### src/rtl/regbank_access.sv
module regbank_access #(
  parameter int REG_DEPTH = 48,
  parameter int MEM_DEPTH = 128,
  parameter int CLK_REGS  = 7,
  parameter int WP_ADDR   = 8,
  parameter int WP_BIT    = 6,
  parameter logic [6:0] REG_DEV = 7'h6F,
  parameter logic [6:0] MEM_DEV = 7'h57
) (
  input  logic       clk,
  input  logic       rst_n,
  input  logic       bus_en,
  input  logic       ev_start,
  input  logic       ev_stop,
  input  logic       ev_byte,
  input  logic [7:0] rx_byte,
  input  logic       ev_rd,
  output logic [7:0] rd_data,
  input  logic       tick_we,
  input  logic [$clog2(CLK_REGS)-1:0] tick_addr,
  input  logic [7:0] tick_data
);
  localparam int RAW = $clog2(REG_DEPTH);
  localparam int MAW = $clog2(MEM_DEPTH);
  localparam int TAW = $clog2(CLK_REGS);
  localparam logic [RAW-1:0] REG_LAST = RAW'(REG_DEPTH - 1);
  localparam logic [MAW-1:0] MEM_LAST = MAW'(MEM_DEPTH - 1);
  localparam logic [RAW-1:0] CLK_END  = RAW'(CLK_REGS);
  localparam logic [7:0]     REG_LIM  = 8'(REG_DEPTH);

  typedef enum logic [2:0] {S_IDLE, S_DEV, S_ADDR, S_WDAT, S_RDAT} state_t;

  state_t         state;
  logic           tgt_mem;
  logic           snap_on;
  logic [RAW-1:0] reg_ptr;
  logic [MAW-1:0] mem_ptr;
  logic [7:0]     regs [REG_DEPTH];
  logic [7:0]     mem  [MEM_DEPTH];
  logic [CLK_REGS-1:0][7:0] snap;

  wire act      = bus_en && !ev_start && !ev_stop;
  wire hit_reg  = rx_byte[7:1] == REG_DEV;
  wire hit_mem  = rx_byte[7:1] == MEM_DEV;
  wire wp_open  = regs[WP_ADDR][WP_BIT];
  wire in_clk   = reg_ptr < CLK_END;
  wire tick_ok  = tick_we && ({{(RAW-TAW){1'b0}}, tick_addr} < CLK_END);
  wire snap_ld  = act && state == S_DEV && ev_byte && hit_reg && rx_byte[0];

  logic [RAW-1:0] reg_nxt;
  logic [MAW-1:0] mem_nxt;
  logic [7:0]     rd_reg;
  assign reg_nxt = (reg_ptr == REG_LAST) ? '0 : reg_ptr + 1'b1;
  assign mem_nxt = (mem_ptr == MEM_LAST) ? '0 : mem_ptr + 1'b1;
  assign rd_reg  = (snap_on && in_clk) ? snap[reg_ptr[TAW-1:0]] : regs[reg_ptr];

  always_ff @(posedge clk) begin
    if (!rst_n) begin
      state   <= S_IDLE;
      tgt_mem <= 1'b0;
      snap_on <= 1'b0;
      reg_ptr <= '0;
      mem_ptr <= '0;
      rd_data <= '0;
      snap    <= '0;
      for (int i = 0; i < REG_DEPTH; i++) regs[i] <= '0;
      for (int i = 0; i < MEM_DEPTH; i++) mem[i]  <= '0;
    end else begin
      if (tick_ok) regs[tick_addr] <= tick_data;
      if (!bus_en) begin
        state   <= S_IDLE;
        snap_on <= 1'b0;
      end else if (ev_start) begin
        state <= S_DEV;
      end else if (ev_stop) begin
        state   <= S_IDLE;
        snap_on <= 1'b0;
      end else begin
        case (state)
          S_DEV: if (ev_byte) begin
            if (hit_reg || hit_mem) begin
              tgt_mem <= hit_mem;
              state   <= rx_byte[0] ? S_RDAT : S_ADDR;
              if (snap_ld) begin
                snap_on <= 1'b1;
                for (int i = 0; i < CLK_REGS; i++) snap[i] <= regs[i];
              end
            end else begin
              state <= S_IDLE;
            end
          end
          S_ADDR: if (ev_byte) begin
            if (tgt_mem) mem_ptr <= rx_byte[MAW-1:0];
            else         reg_ptr <= (rx_byte < REG_LIM) ? rx_byte[RAW-1:0] : '0;
            state <= S_WDAT;
          end
          S_WDAT: if (ev_byte) begin
            if (tgt_mem) begin
              mem[mem_ptr] <= rx_byte;
              mem_ptr      <= mem_nxt;
            end else begin
              if (!in_clk || wp_open) regs[reg_ptr] <= rx_byte;
              reg_ptr <= reg_nxt;
            end
          end
          S_RDAT: if (ev_rd) begin
            if (tgt_mem) begin
              rd_data <= mem[mem_ptr];
              mem_ptr <= mem_nxt;
            end else begin
              rd_data <= rd_reg;
              reg_ptr <= reg_nxt;
            end
          end
          default: state <= S_IDLE;
        endcase
      end
    end
  end


  clk_wp_chk: assert property (@(posedge clk) disable iff (!rst_n)
    (act && state == S_WDAT && ev_byte && !tgt_mem && in_clk && !wp_open && !tick_we)
    |=> regs[$past(reg_ptr)] == $past(regs[reg_ptr]));


  reg_wrap_chk: assert property (@(posedge clk) disable iff (!rst_n)
    (act && state == S_RDAT && ev_rd && !tgt_mem && reg_ptr == REG_LAST) |=> reg_ptr == '0);


  mem_wrap_chk: assert property (@(posedge clk) disable iff (!rst_n)
    (act && (state == S_RDAT && ev_rd || state == S_WDAT && ev_byte) && tgt_mem
     && mem_ptr == MEM_LAST) |=> mem_ptr == '0);


  snap_hold_chk: assert property (@(posedge clk) disable iff (!rst_n)
    (snap_on && !snap_ld) |=> $stable(snap));


  bad_dev_chk: assert property (@(posedge clk) disable iff (!rst_n)
    (act && state == S_DEV && ev_byte && !hit_reg && !hit_mem)
    |=> $stable(reg_ptr) && $stable(mem_ptr) && state == S_IDLE);


  bus_off_chk: assert property (@(posedge clk) disable iff (!rst_n)
    !bus_en |=> $stable(reg_ptr) && $stable(mem_ptr) && $stable(rd_data) && !snap_on);
endmodule

### config.mk
export PLATFORM = sky130hd
export DESIGN_NAME = regbank_access
export DESIGN_NICKNAME = d
export VERILOG_FILES = /design/src/rtl/regbank_access.sv
export SDC_FILE = /design/constraint.sdc
export NUM_CORES = 2
export LEC_CHECK = 0
export ABC_AREA = 1
export BUFFER_PORTS_ARGS = -buffer_cell sky130_fd_sc_hd__buf_2
export CORE_MARGIN = 4
export CORE_UTILIZATION = 60
export CTS_BUF_LIST = sky130_fd_sc_hd__clkbuf_4 sky130_fd_sc_hd__clkbuf_8
export CTS_CLUSTER_DIAMETER = 80
export DETAILED_ROUTE_END_ITERATION = 7
export PLACE_DENSITY = 0.78
export RECOVER_POWER = 50
export SYNTH_ARGS = -nofsm -noshare
export SYNTH_HDL_FRONTEND = slang
export SYNTH_SLANG_ARGS = --single-unit
### constraint.sdc
create_clock -name clk -period 3.54 [get_ports clk]
set_input_delay 0.708 -clock clk [delete_from_list [all_inputs] [get_ports clk]]
set_output_delay 0.708 -clock clk [all_outputs]
set_load 0.01 [all_outputs]
Word level (Yosys, flattened, before mapping). Memory sizes are Yosys's and may differ from the RTL's. A register that Yosys moved wholly into a read port is not among the register bits. Index checks and enable logic that the tools add are counted.

Register bits: 26. Latch bits: 0. RAM bits: 1408. ROM bits: 0. Bits of input ports: 27. Output and inout port bits: 8. Logic and storage cells: 141. Memories: 2.

Memories: mem (words 128, width 8, read ports 1, clocked after memory_dff 1, wr ports 128, RTL line 39) `logic [7:0] mem [MEM_DEPTH];`; regs (words 48, width 8, read ports 9, clocked after memory_dff 8, wr ports 48, RTL line 38) `logic [7:0] regs [REG_DEPTH];`.

Add/subtract/negate cells: 2. Multiply operators: 0. Div/mod/pow operators: 0. Order comparisons: 4. Equality and inequality tests: 17. Shift-type cells: 0. Muxes and demuxes: 65. Bitwise operators: 5. Reduce and logical (&&, ||, !) cells: 39.

Operator list (count): $mux 6 (11); $mux 7 (9); $mux 8 (6); $mux 1 (31); $bmux 8 s3 (1); $reduce_or 8->1 (3); $eq 7x7->1 const B (3); $pmux 7 s3 (1); $pmux 6 s3 (1); $reduce_and 8->1 (2); $mux 3 (4); $ne 2x2->1 const B (6); $logic_not 1->1 (10); $reduce_and 5->1 (2); $pmux 3 s3 (1); $logic_and 1x1->1 (8); $lt 8x6->1 const B (1); $ne 4x4->1 const B (2); $reduce_bool 2->1 (4); $add 7x1->7 const B (1); $reduce_and 7->1 (1); $add 6x1->6 const B (1); $eq 3x2->1 const B (2); $eq 6x6->1 const B (1); other kinds (14) (20).

Longest topological paths before layout.
Word-level depth: 14. Gate-level depth with buffers: 16. Gate-level depth less buffers: 14.

Worst setup path after synthesis. No wires, ideal clock.

Kind: input to register. Start point: in ev_stop. End point: mem regs[21][0] (enable). Library setup time: 0.329 ns. Data arrival time: 2.407 ns. Slack: 0.804 ns. Cell stages on the path: 9. Path buffers: 0. Cell sequence: or2_1 > nor2_2 > nand2_1 > nor3_2 > and3_4 > nand2_1 > nor2_2 > nand2_2 > nand2_1.

RTL lines: start, declared (RTL line 14) `input logic ev_stop,`; end, declared (RTL line 38).

==> flow_summary.json <==
{
  "mostFrequentLayoutCells": "nand2_1 (2,266), nor2_1 (1,545), edfxtp_1 (1,536)",
  "setup_viol": 0,
  "finalWeightedCongestion": 0.936,
  "synth.ff_latch_count": 1631,
  "num_vias": 57789,
  "cts.sinks": 1631,
  "crit_path_frequent_cell": "nand2_1",
  "synth_warnings": 0,
  "min-delay-start": "rst_n",
  "cp.required_ps": 4130,
  "startpoint_type": "flip-flop",
  "cts_max_path_buffers": 3,
  "synth_edf_count": 1536,
  "min_path_type": "in2reg",
  "vias_per_cell": 6.05,
  "async_flop_share": 0,
  "setup-tns-final_ps": 0,
  "die_y_um": 359,
  "grt_start_max_net_pins": 137,
  "drt_iter0_markers": 9911,
  "drive_gt1_frac": 0.0716,
  "holdPathEnd": "state[2]$_SDFFE_PP0P_",
  "syn2layout_area_growth_pct": 8.52,
  "clock_skew_ps": 36.6,
  "routed_wl_mm": 207,
  "grt_pass1_wl_mm": 311,
  "reg2reg_depth": 10,
  "fmax_mhz": 314,
  "start_util": 0.606,
  "power.leakage_uw": 0.0309,
  "regArea_um2": 48000,
  "crit_buf_inv": 2,
  "htreeDepth": 4,
  "grt.total_usage": 0.313,
  "ios": 35,
  "worstPathCellList": "inv_1, nor2_1, nand2_1, nor3_1, and3_1, nand2_1, nor2_1, buf_12, nand2_1, nand2_1",
  "wl_per_cell_um": 21.6,
  "slew_headroom": 0.0626,
  "rows": 128,
  "finalCritPeriodShare": 0.899,
  "timing.rr.end": "regs[26][0]$_SDFFCE_PN0P_",
  "cp_slowest_cell": "nor3_1",
  "cts-root-buf": "clkbuf_8",
  "overflow": 0,
  "layout_commonest_cell": "nand2_1",
  "synth_nets": 7840,
  "outcome": "finished, final reports clean",
  "min_period_ps": 3180,
  "crit_family": "simple AND/OR/NAND/NOR gates",
  "path_max_fanout": 9,
  "cts_buffers": 238,
  "ys_types": 38,
  "finalPower_uw": 38300,
  "rr_startpoint": "state[1]$_SDFFE_PP0P_",
  "worst_pin_slew_ps": 1410,
  "clock_latency_ps": 950,
  "crit_type": "reg2reg",
  "final_area_um2": 80300,
  "final-hold-violation-count": 0,
  "grt_pass1_vias": 54202,
  "cts_tree": "built",
  "holdBufCountCts": 0,
  "nets": 7749,
  "cap_violations": 0,
  "antenna_found_initial": 12,
  "cts.repair.resized": 0,
  "ys.flop_type": "edfxtp_1",
  "ir_worst_vdd_uv": 314,
  "post_cts_buffers": 0,
  "avgSynthCellArea_um2": 9.47,
  "grt_setup_unrepaired": "false",
  "powerDensity_nw_per_um2": 477,
  "ant_nets": 0,
  "dieWidth_um": 359,
  "drtPass1Iterations": 7,
  "nFillCells": 9313,
  "hpwlAfterDp_mm": 125,
  "design.die.area_um2": 129000,
  "worst_ep_arrival_time_ps": 3770,
  "portBuffers": 34,
  "rrSetupSlack_ps": 360,
  "cp-end-kind": "flip-flop",
  "min_path_cells": 3,
  "syn_area_um2": 73900,
  "synth_cells": 7811,
  "drc_errors": 0,
  "multi_input_area_um2": 23100,
  "ys_seq_area_frac": 0.649,
  "postPlaceCellArea_um2": 76200,
  "cp.depth": 10,
  "coreArea_um2": 122000,
  "slew_violations": 0,
  "slowest_delay_ps": 450,
  "cts.clk_slew.worst_paths_ps": 60
}
-- worst max-delay path by stage --
stage                                      from                        end  slack, ps
after global routing                 rx_byte[1]      snap[29]$_SDFFE_PN0P_        230
after CTS                 state[1]$_SDFFE_PP0P_  mem[116][1]$_SDFFCE_PN0P_        630
after global placement                  ev_stop  mem[117][4]$_SDFFCE_PN0P_         10
after floorplan                         ev_stop  regs[21][0]$_SDFFCE_PN0P_        800
after detailed placement               ev_start  mem[100][0]$_SDFFCE_PN0P_        -30
final                     state[1]$_SDFFE_PP0P_  regs[26][0]$_SDFFCE_PN0P_        360
-- stage by stage --
| stage | instances | hold WS [ps] | util | setup slack, ps |
|---|---|---|---|---|
| 2_1_floorplan | 7811 | 425 | - | 804 |
| 3_3_place_gp | 9105 | 438 | 0.624 | 10.8 |
| 3_5_place_dp | 9105 | 448 | 0.624 | -32.9 |
| 4_1_cts | 9548 | 34.3 | 0.663 | 625 |
| 5_1_grt | 9550 | 68.9 | 0.658 | 225 |
| 6_report | 9550 | 95.9 | 0.658 | 358 |
-- worst reg2reg max path, stage by stage, from the launching register on --
cell and delay, ps:
dfxtp_1 350, inv_1 60, nor2_1 180, nand2_1 160, nor3_1 450, and3_1 350, nand2_1 280, nor2_1 280
buf_12 170, nand2_1 180, nand2_1 360
-- routing by layer --
layer | wire length, um | up-vias | GRT usage
li1 | - | 26252 | -
met4 | 9130 | 4 | 0.141
met5 | 23 | - | 0
met2 | 92300 | 4073 | 0.478
met3 | 30100 | 642 | 0.0834
met1 | 75100 | 26818 | 0.424
-- state kept, by name (all words and copies together) (netlist names), named ones only --
| signal | cells |
|---|---|
| rd_data | 8 |
| state | 3 |
| mem_ptr | 7 |
| tgt_mem | 1 |
| regs | 512 |
| reg_ptr | 6 |
| snap_on | 1 |
| snap | 56 |
| mem | 1024 |
-- cell usage after synthesis, types with 10 or more instances --
library cell / n / area (um2)
nand2_1: 2163 / 8120
nor2_1: 1537 / 5770
edfxtp_1: 1536 / 46100
nand3_1: 1430 / 7160
clkbuf_1: 493 / 1850
o21ai_0: 139 / 696
dfxtp_1: 95 / 1900
nand2_2: 94 / 588
inv_1: 77 / 289
nand4_1: 44 / 275
buf_1: 41 / 154
a21oi_1: 37 / 185
buf_2: 16 / 80.1
clkinv_1: 12 / 45.0
nor2_2: 12 / 75.1
nand2_4: 10 / 113
nor3_1: 10 / 50.1
-- area by class of cell --
type                    count  share of cell area
well taps                1625              0.0253
diodes                      2           0.0000624
multi-input cells        5527               0.287
flip-flops and latches   1631               0.599
repair buffers            227              0.0241
inverters                  95             0.00550
clock buffers             324              0.0502
clock inverters           119             0.00859
-- kinds of logic after synthesis --
family | share of synthesized area
adders and majority gates | 0.000338
and+or+nand+nor | 0.302
buffers and inverters | 0.0339
DFF | 0.649
AOI/OAI and AO/OA | 0.0148
-- power breakdown --
group	switching (uW)	internal (uW)
Sequential	216	21700
Combinational	1170	258
Clock	7190	7780
Total	8570	29700
(Power assumes the default switching activity.)
